$ cat src/rtl/prq_pkg.sv
package prq_pkg;
  parameter int ADDR_W = 16;
  parameter int SIZE_W = 8;
  parameter int RANK_W = 2;
  parameter int BANK_W = 3;
  parameter int ROW_W  = 8;
  localparam int NRANK = 1 << RANK_W;

  typedef struct packed {
    logic              wr;
    logic [ADDR_W-1:0] addr;
    logic [SIZE_W-1:0] size;
    logic [RANK_W-1:0] rank;
    logic [BANK_W-1:0] bank;
    logic [ROW_W-1:0]  row;
  } prq_entry_t;
endpackage

$ cat src/rtl/prq_level.sv
module prq_level
  import prq_pkg::*;
#(
  parameter int DEPTH = 6
) (
  input  logic                         clk,
  input  logic                         rst_b,
  input  logic                         push_i,
  input  prq_entry_t                   push_e_i,
  input  logic                         pop_i,
  input  logic [$clog2(DEPTH)-1:0]     pop_idx_i,
  input  logic [NRANK-1:0]             rank_idle_i,
  output prq_entry_t                   ent_o [DEPTH],
  output logic [DEPTH-1:0]             vld_o,
  output logic [$clog2(DEPTH+1)-1:0]   count_o,
  output logic                         cand_found_o,
  output logic [$clog2(DEPTH)-1:0]     cand_idx_o
);
  localparam int IW = $clog2(DEPTH);
  localparam int CW = $clog2(DEPTH+1);

  prq_entry_t    ent_q [DEPTH];
  prq_entry_t    ent_d [DEPTH];
  logic [CW-1:0] count_q, count_d, base;

  // next state: compact on removal, then append at the tail
  always_comb begin
    for (int j = 0; j < DEPTH; j++) ent_d[j] = ent_q[j];
    base = count_q;
    if (pop_i) begin
      for (int j = 0; j < DEPTH-1; j++)
        if (IW'(j) >= pop_idx_i) ent_d[j] = ent_q[j+1];
      base = count_q - 1'b1;
    end
    count_d = base;
    if (push_i) begin
      for (int j = 0; j < DEPTH; j++)
        if (CW'(j) == base) ent_d[j] = push_e_i;
      count_d = base + 1'b1;
    end
  end

  always_ff @(posedge clk or negedge rst_b) begin
    if (!rst_b) count_q <= '0;
    else        count_q <= count_d;
  end

  always_ff @(posedge clk) begin
    if (push_i || pop_i)
      for (int j = 0; j < DEPTH; j++) ent_q[j] <= ent_d[j];
  end

  // oldest entry whose rank is refresh-idle
  always_comb begin
    cand_found_o = 1'b0;
    cand_idx_o   = '0;
    for (int i = 0; i < DEPTH; i++)
      if (!cand_found_o && (CW'(i) < count_q) && rank_idle_i[ent_q[i].rank]) begin
        cand_found_o = 1'b1;
        cand_idx_o   = IW'(i);
      end
  end

  always_comb begin
    for (int i = 0; i < DEPTH; i++) begin
      ent_o[i] = ent_q[i];
      vld_o[i] = CW'(i) < count_q;
    end
  end
  assign count_o = count_q;


  push_room_chk: assert property (@(posedge clk) disable iff (!rst_b)
    (push_i && !pop_i) |-> (count_q < CW'(DEPTH)));

  pop_idx_chk: assert property (@(posedge clk) disable iff (!rst_b)
    pop_i |-> (CW'(pop_idx_i) < count_q));
endmodule

$ cat src/rtl/prq_cover.sv
module prq_cover
  import prq_pkg::*;
#(
  parameter int N = 24
) (
  input  prq_entry_t          ent_i [N],
  input  logic [N-1:0]        wr_vld_i,
  input  logic [ADDR_W-1:0]   addr_i,
  input  logic [SIZE_W-1:0]   size_i,
  output logic                hit_o
);
  localparam int SW = ADDR_W + 1;

  logic [N-1:0] slot_hit;
  logic [SW-1:0] rd_end;
  assign rd_end = {1'b0, addr_i} + SW'(size_i);

  for (genvar s = 0; s < N; s++) begin : g_slot
    logic [SW-1:0] wr_end;
    assign wr_end = {1'b0, ent_i[s].addr} + SW'(ent_i[s].size);
    assign slot_hit[s] = wr_vld_i[s] && (ent_i[s].addr <= addr_i) && (rd_end <= wr_end);
  end

  assign hit_o = |slot_hit;
endmodule

$ cat src/rtl/prq_selector.sv
module prq_selector
  import prq_pkg::*;
#(
  parameter int NPRIO = 4,
  parameter int CAP   = 6
) (
  input  logic                           clk,
  input  logic                           rst_n,
  input  logic                           enq_valid_i,
  input  logic                           enq_wr_i,
  input  logic [ADDR_W-1:0]              enq_addr_i,
  input  logic [SIZE_W-1:0]              enq_size_i,
  input  logic [RANK_W-1:0]              enq_rank_i,
  input  logic [BANK_W-1:0]              enq_bank_i,
  input  logic [ROW_W-1:0]               enq_row_i,
  input  logic [$clog2(NPRIO)-1:0]       enq_prio_i,
  output logic                           enq_ok_o,
  output logic                           enq_full_o,
  output logic                           enq_covered_o,
  input  logic [NRANK-1:0]               rank_idle_i,
  input  logic                           sel_strobe_i,
  input  logic                           issue_i,
  output logic                           sel_done_o,
  output logic                           sel_valid_o,
  output logic [$clog2(NPRIO)-1:0]       sel_prio_o,
  output logic [$clog2(CAP)-1:0]         sel_idx_o,
  output logic [ADDR_W-1:0]              sel_addr_o,
  output logic [$clog2(NPRIO*CAP+1)-1:0] occupancy_o
);
  localparam int PIW  = $clog2(NPRIO);
  localparam int IW   = $clog2(CAP);
  localparam int CW   = $clog2(CAP+1);
  localparam int TW   = $clog2(NPRIO*CAP+1);
  localparam int NALL = NPRIO*CAP;

  // reset: asynchronous assertion, synchronized release
  logic [1:0] rst_sync_q;
  logic       rst_b;
  always_ff @(posedge clk or negedge rst_n) begin
    if (!rst_n) rst_sync_q <= 2'b00;
    else        rst_sync_q <= {rst_sync_q[0], 1'b1};
  end
  assign rst_b = rst_sync_q[1];

  prq_entry_t        ent_w  [NPRIO][CAP];
  logic [CAP-1:0]    vld_w  [NPRIO];
  logic [CW-1:0]     cnt_w  [NPRIO];
  logic [NPRIO-1:0]  cand_found_w;
  logic [IW-1:0]     cand_idx_w [NPRIO];
  logic [NPRIO-1:0]  push_w, pop_w;
  prq_entry_t        new_e;

  logic            sel_valid_q, sel_valid_d, sel_done_q;
  logic [PIW-1:0]  sel_prio_q;
  logic [IW-1:0]   sel_idx_q;
  logic [ADDR_W-1:0] sel_addr_q;
  logic            do_issue, take;

  assign new_e = '{wr: enq_wr_i, addr: enq_addr_i, size: enq_size_i,
                   rank: enq_rank_i, bank: enq_bank_i, row: enq_row_i};
  assign do_issue = issue_i && sel_valid_q;
  assign take     = sel_strobe_i && !issue_i;

  for (genvar l = 0; l < NPRIO; l++) begin : g_lvl
    assign push_w[l] = enq_ok_o && (enq_prio_i == PIW'(l));
    assign pop_w[l]  = do_issue && (sel_prio_q == PIW'(l));
    prq_level #(.DEPTH(CAP)) u_lvl (
      .clk(clk), .rst_b(rst_b),
      .push_i(push_w[l]), .push_e_i(new_e),
      .pop_i(pop_w[l]), .pop_idx_i(sel_idx_q),
      .rank_idle_i(rank_idle_i),
      .ent_o(ent_w[l]), .vld_o(vld_w[l]), .count_o(cnt_w[l]),
      .cand_found_o(cand_found_w[l]), .cand_idx_o(cand_idx_w[l])
    );
  end

  // shared occupancy and admission
  logic [TW-1:0] occ;
  always_comb begin
    occ = '0;
    for (int l = 0; l < NPRIO; l++) occ = occ + TW'(cnt_w[l]);
  end
  assign occupancy_o = occ;

  prq_entry_t     flat_e [NALL];
  logic [NALL-1:0] flat_wv;
  logic            cover_hit;
  always_comb begin
    for (int l = 0; l < NPRIO; l++)
      for (int s = 0; s < CAP; s++) begin
        flat_e[l*CAP+s]  = ent_w[l][s];
        flat_wv[l*CAP+s] = vld_w[l][s] && ent_w[l][s].wr;
      end
  end

  prq_cover #(.N(NALL)) u_cover (
    .ent_i(flat_e), .wr_vld_i(flat_wv),
    .addr_i(enq_addr_i), .size_i(enq_size_i), .hit_o(cover_hit)
  );

  assign enq_covered_o = enq_valid_i && !enq_wr_i && cover_hit;
  assign enq_full_o    = enq_valid_i && !enq_covered_o && (occ >= TW'(CAP));
  assign enq_ok_o      = enq_valid_i && !enq_covered_o && !enq_full_o;

  // priority scan, highest level first
  logic            pick_found;
  logic [PIW-1:0]  pick_prio;
  logic [IW-1:0]   pick_idx;
  logic [ADDR_W-1:0] pick_addr;
  always_comb begin
    pick_found = 1'b0;
    pick_prio  = '0;
    pick_idx   = '0;
    pick_addr  = '0;
    for (int l = NPRIO-1; l >= 0; l--)
      if (!pick_found && cand_found_w[l]) begin
        pick_found = 1'b1;
        pick_prio  = PIW'(l);
        pick_idx   = cand_idx_w[l];
        pick_addr  = ent_w[l][cand_idx_w[l]].addr;
      end
  end

  always_comb begin
    sel_valid_d = sel_valid_q;
    if (take)          sel_valid_d = pick_found;
    else if (do_issue) sel_valid_d = 1'b0;
  end

  always_ff @(posedge clk or negedge rst_b) begin
    if (!rst_b) begin
      sel_valid_q <= 1'b0;
      sel_done_q  <= 1'b0;
    end else begin
      sel_valid_q <= sel_valid_d;
      sel_done_q  <= take;
    end
  end

  always_ff @(posedge clk) begin
    if (take && pick_found) begin
      sel_prio_q <= pick_prio;
      sel_idx_q  <= pick_idx;
      sel_addr_q <= pick_addr;
    end
  end

  assign sel_done_o  = sel_done_q;
  assign sel_valid_o = sel_valid_q;
  assign sel_prio_o  = sel_prio_q;
  assign sel_idx_o   = sel_idx_q;
  assign sel_addr_o  = sel_addr_q;


  occ_cap_chk: assert property (@(posedge clk) disable iff (!rst_b)
    occupancy_o <= TW'(CAP));

  enq_grow_chk: assert property (@(posedge clk) disable iff (!rst_b)
    (enq_ok_o && !do_issue) |=> (occupancy_o == TW'($past(occupancy_o) + 1'b1)));

  issue_shrink_chk: assert property (@(posedge clk) disable iff (!rst_b)
    (do_issue && !enq_ok_o) |=> (occupancy_o == TW'($past(occupancy_o) - 1'b1)));

  occ_hold_chk: assert property (@(posedge clk) disable iff (!rst_b)
    (!enq_ok_o && !do_issue) |=> $stable(occupancy_o));

  sel_lat_chk: assert property (@(posedge clk) disable iff (!rst_b)
    (sel_strobe_i && !issue_i) |=> sel_done_o);

  issue_block_chk: assert property (@(posedge clk) disable iff (!rst_b)
    issue_i |=> !sel_done_o);
endmodule

$ cat config.mk
export PLATFORM = sky130hd
export DESIGN_NAME = prq_selector
export DESIGN_NICKNAME = d
export VERILOG_FILES = /design/src/rtl/prq_pkg.sv /design/src/rtl/prq_level.sv /design/src/rtl/prq_cover.sv /design/src/rtl/prq_selector.sv
export SDC_FILE = /design/constraint.sdc
export NUM_CORES = 2
export LEC_CHECK = 0
export CORE_MARGIN = 2
export CORE_UTILIZATION = 45
export DETAILED_ROUTE_END_ITERATION = 10
export MAX_ROUTING_LAYER = met4
export PLACE_DENSITY = 0.6
export SLEW_MARGIN = 30
export SYNTH_ARGS = -nofsm -noshare
export SYNTH_HDL_FRONTEND = slang
export SYNTH_SLANG_ARGS = --single-unit
$ cat constraint.sdc
create_clock -name clk -period 11.8 [get_ports clk]
set_clock_uncertainty 0.15 [all_clocks]
set_input_delay 2.36 -clock clk [delete_from_list [all_inputs] [get_ports clk]]
set_output_delay 2.36 -clock clk [all_outputs]
set_load 0.02 [all_outputs]
==> flow_summary.json <==
{
  "cts.sinks": 685,
  "synth_area_um2": 67900,
  "root_buffer": "clkbuf_16",
  "synth_top_area_cell": "edfxtp_1",
  "ys.flop_type": "edfxtp_1",
  "fin_crit_ps": 11580,
  "setup_tns_ps": 0,
  "busiest_layer": "met2",
  "grt_usage": 0.372,
  "layout_setup_ws_ps": 219,
  "io_buffers": 68,
  "cp_max_fo": 4,
  "syn_avg_cell_area_um2": 10.1,
  "endpoint_kind": "output pin",
  "crit_type": "in -> out",
  "cts_htree_levels": 3,
  "reg2reg_slack_ps": 2410,
  "final_cell_mix": "1000 x ha_1, 899 x mux2i_1, 669 x edfxtp_1",
  "cp_data_arrival_time_ps": 9070,
  "multi_input_area_um2": 45600,
  "use_met1": 0.490,
  "drt-initial-drc-count": 6614,
  "ys_ff_latch": 685,
  "synthCells": 6712,
  "drive_gt1_frac": 0.107,
  "dr_total_vias": 58921,
  "worstReg2RegStart": "g_lvl[0].u_lvl.ent_q[3][13]$_DFFE_PP_",
  "crit_path_start_kind": "input pin",
  "dr.pass1.iters": 5,
  "async_flop_share": 0.0234,
  "ctsHoldBuffers": 0,
  "cpMostUsedCell": "buf_4",
  "grt_max_degree": 80,
  "yosysUniqueCellTypes": 89,
  "layoutNonFillerInstCount": 9068,
  "final_common_cell": "ha_1",
  "io_pins": 80,
  "slew_violations": 0,
  "syn2layout_area_growth_pct": 13.1,
  "yosysTopAreaCellShare": 0.296,
  "p_leak_uw": 0.0323,
  "core.rowCount": 142,
  "hp-class": "reg -> async",
  "grtUsageMet2": 0.551,
  "nNetsFinal": 8042,
  "status": "complete, no violations",
  "r2r_cells": 27,
  "ir_drop_v": 0.000220,
  "final_hold_viol_count": 0,
  "ys_seq_area_frac": 0.302,
  "max_freq_mhz": 86.3,
  "drt.antenna.violating_nets": 0,
  "cts_buffer_depth": 3,
  "ff_latch_area_um2": 20500,
  "cts_tree": "yes",
  "synth_nets": 7792,
  "drt_wl_total_mm": 283,
  "ys_top_cells_by_area": "edfxtp_1 30%, ha_1 18%, mux2i_1 13%, a21oi_1 3.2%, xnor2_1 2.4%",
  "maxCapViolCount": 0,
  "dp_cells": 8886,
  "die_h_um": 392,
  "grt_pass1_wl_mm": 402,
  "cp_slowest_cell": "or4_2",
  "antenna_found_initial": 24,
  "tightestPinTransition_ps": 1180,
  "via_per_inst": 6.50,
  "cellPowerDensity_nw_per_um2": 219,
  "n_fill_cell": 13499,
  "setup_viol": 0,
  "overflow": 0,
  "cts_made_buffers": 90,
  "clk_latency_ps": 730,
  "path_clk_slew_ps": 60,
  "drc": 0,
  "post_cts_buffers": 0,
  "synth-edff-count": 669,
  "max_stage_delay_ps": 650,
  "wl_per_cell_um": 31.3,
  "met3_usage": 0.0689,
  "rsz0062_at_grt": "false",
  "core_um2": 150000,
  "post-route-period-util": 0.981,
  "reg2reg_to": "g_lvl[0].u_lvl.ent_q[4][32]$_DFFE_PP_",
  "die_x_um": 392,
  "yosys_warnings": 0,
  "die_area_um2": 154000,
  "dp_slack_ps": -3.28,
  "grt_pass1_vias": 56215,
  "max_slew_margin": 0.208,
  "cp.required_ps": 9290,
  "start_util": 0.453,
  "hpwl_mm": 216,
  "routabilityCongestion": 1.01
}
layout make-up:
| cell class | count | share of cell area |
|---|---|---|
| multi-input combinational | 5513 | 0.594 |
| sequential | 685 | 0.267 |
| antenna | 15 | 0.000489 |
| timing repair buffer | 458 | 0.0566 |
| inverter | 214 | 0.0105 |
| clock buffer | 125 | 0.0327 |
| clock inverter | 42 | 0.00554 |
| tap | 2016 | 0.0329 |
routing by layer:
metal	up-vias	share of wire
met5	-	0
met2	2758	0.43
li1	26471	-
met3	625	0.091
met1	29067	0.42
met4	0	0.057
power breakdown:
part | internal (uW) | total (uW) | switching (uW) | leakage [uW]
sequential | 3560 | 4490 | 935 | 0.00627
combinational | 3680 | 9460 | 5780 | 0.0246
clock | 1660 | 2860 | 1210 | 0.00144
total | 8890 | 16800 | 7920 | 0.0323
Yosys cell counts (all sizes together), types with 10 or more instances:
library cell	n
a2111oi	19
a211o	21
a211oi	77
a21o	139
a21oi	433
a221o	13
a221oi	13
a22oi	203
a31oi	39
and2	26
and3	60
and4	18
buf	83
clkbuf	217
dfrtp	16
edfxtp	669
fa	31
ha	1000
inv	213
maj3	15
mux2	42
mux2i	899
mux4	22
nand2	293
nand2b	66
nand3	191
nand3b	13
nand4	147
nor2	426
nor2b	90
nor3	72
nor4	43
o2111ai	26
o211a	10
o211ai	111
o21a	48
o21ai	265
o21bai	72
o221ai	58
o31ai	11
or2	11
or3	15
or4	14
xnor2	186
xor2	176
worst max-delay path by stage:
stage / cells past startpoint / slack [ps] / startpoint / to
3_5_place_dp: 25 / -3 / enq_addr_i[1] / enq_ok_o
5_1_grt: 28 / 30 / enq_addr_i[1] / enq_ok_o
6_report: 30 / 220 / enq_addr_i[2] / enq_ok_o
4_1_cts: 28 / 10 / enq_addr_i[1] / enq_ok_o
2_1_floorplan: 26 / 570 / enq_addr_i[1] / g_lvl[0].u_lvl.ent_q[0][11]$_DFFE_PP_
3_3_place_gp: 27 / 110 / enq_addr_i[1] / enq_ok_o
per-stage QoR:
stage,power [uW],area [um2],utilization,hold slack (ps)
floorplan,10100,67900,-,23.5
global placement,13500,73600,0.491,122
detailed placement,13700,73700,0.492,123
CTS,16600,76600,0.512,149
global route,17700,76700,0.512,170
finish,16800,76700,0.512,136
critical path, delay by kind of cell:
kind / cells / cell delay (ps)
AND/OR/NAND/NOR: 8 / 1940
buffers and inverters: 8 / 2310
XOR/XNOR: 1 / 260
adder cells (fa/ha/maj): 2 / 760
AO/OA/AOI/OAI: 11 / 1410
sequential cells by signal, summed over array words and instances, names as in the netlist:
signal               flops
sel_addr_o              16
rst_sync_q               2
g_lvl.u_lvl.count_o     12
sel_done_o               1
sel_idx_o                3
g_lvl.u_lvl.ent_q      648
sel_prio_o               2
sel_valid_o              1
cell families (layout without fill, tap and decap cells):
| logic type | count (synthesis) | in the layout | synth area share |
|---|---|---|---|
| other | 1 | 16 | 0.0000553 |
| and+or+nand+nor | 1509 | 1509 | 0.113 |
| xor gates and xnor gates | 369 | 369 | 0.0491 |
| muxes | 963 | 963 | 0.147 |
| AOI/OAI and AO/OA | 1625 | 1625 | 0.161 |
| adders and majority gates | 1046 | 1046 | 0.196 |
| buffers and inverters | 514 | 839 | 0.0323 |
| DFF | 685 | 685 | 0.302 |
what timing repair did:
item                       in CTS  in global routing
gates resized for setup         1                  9
setup endpoints to repair       2                  3
pin swaps                       0                  1
(Power assumes the default switching activity.)
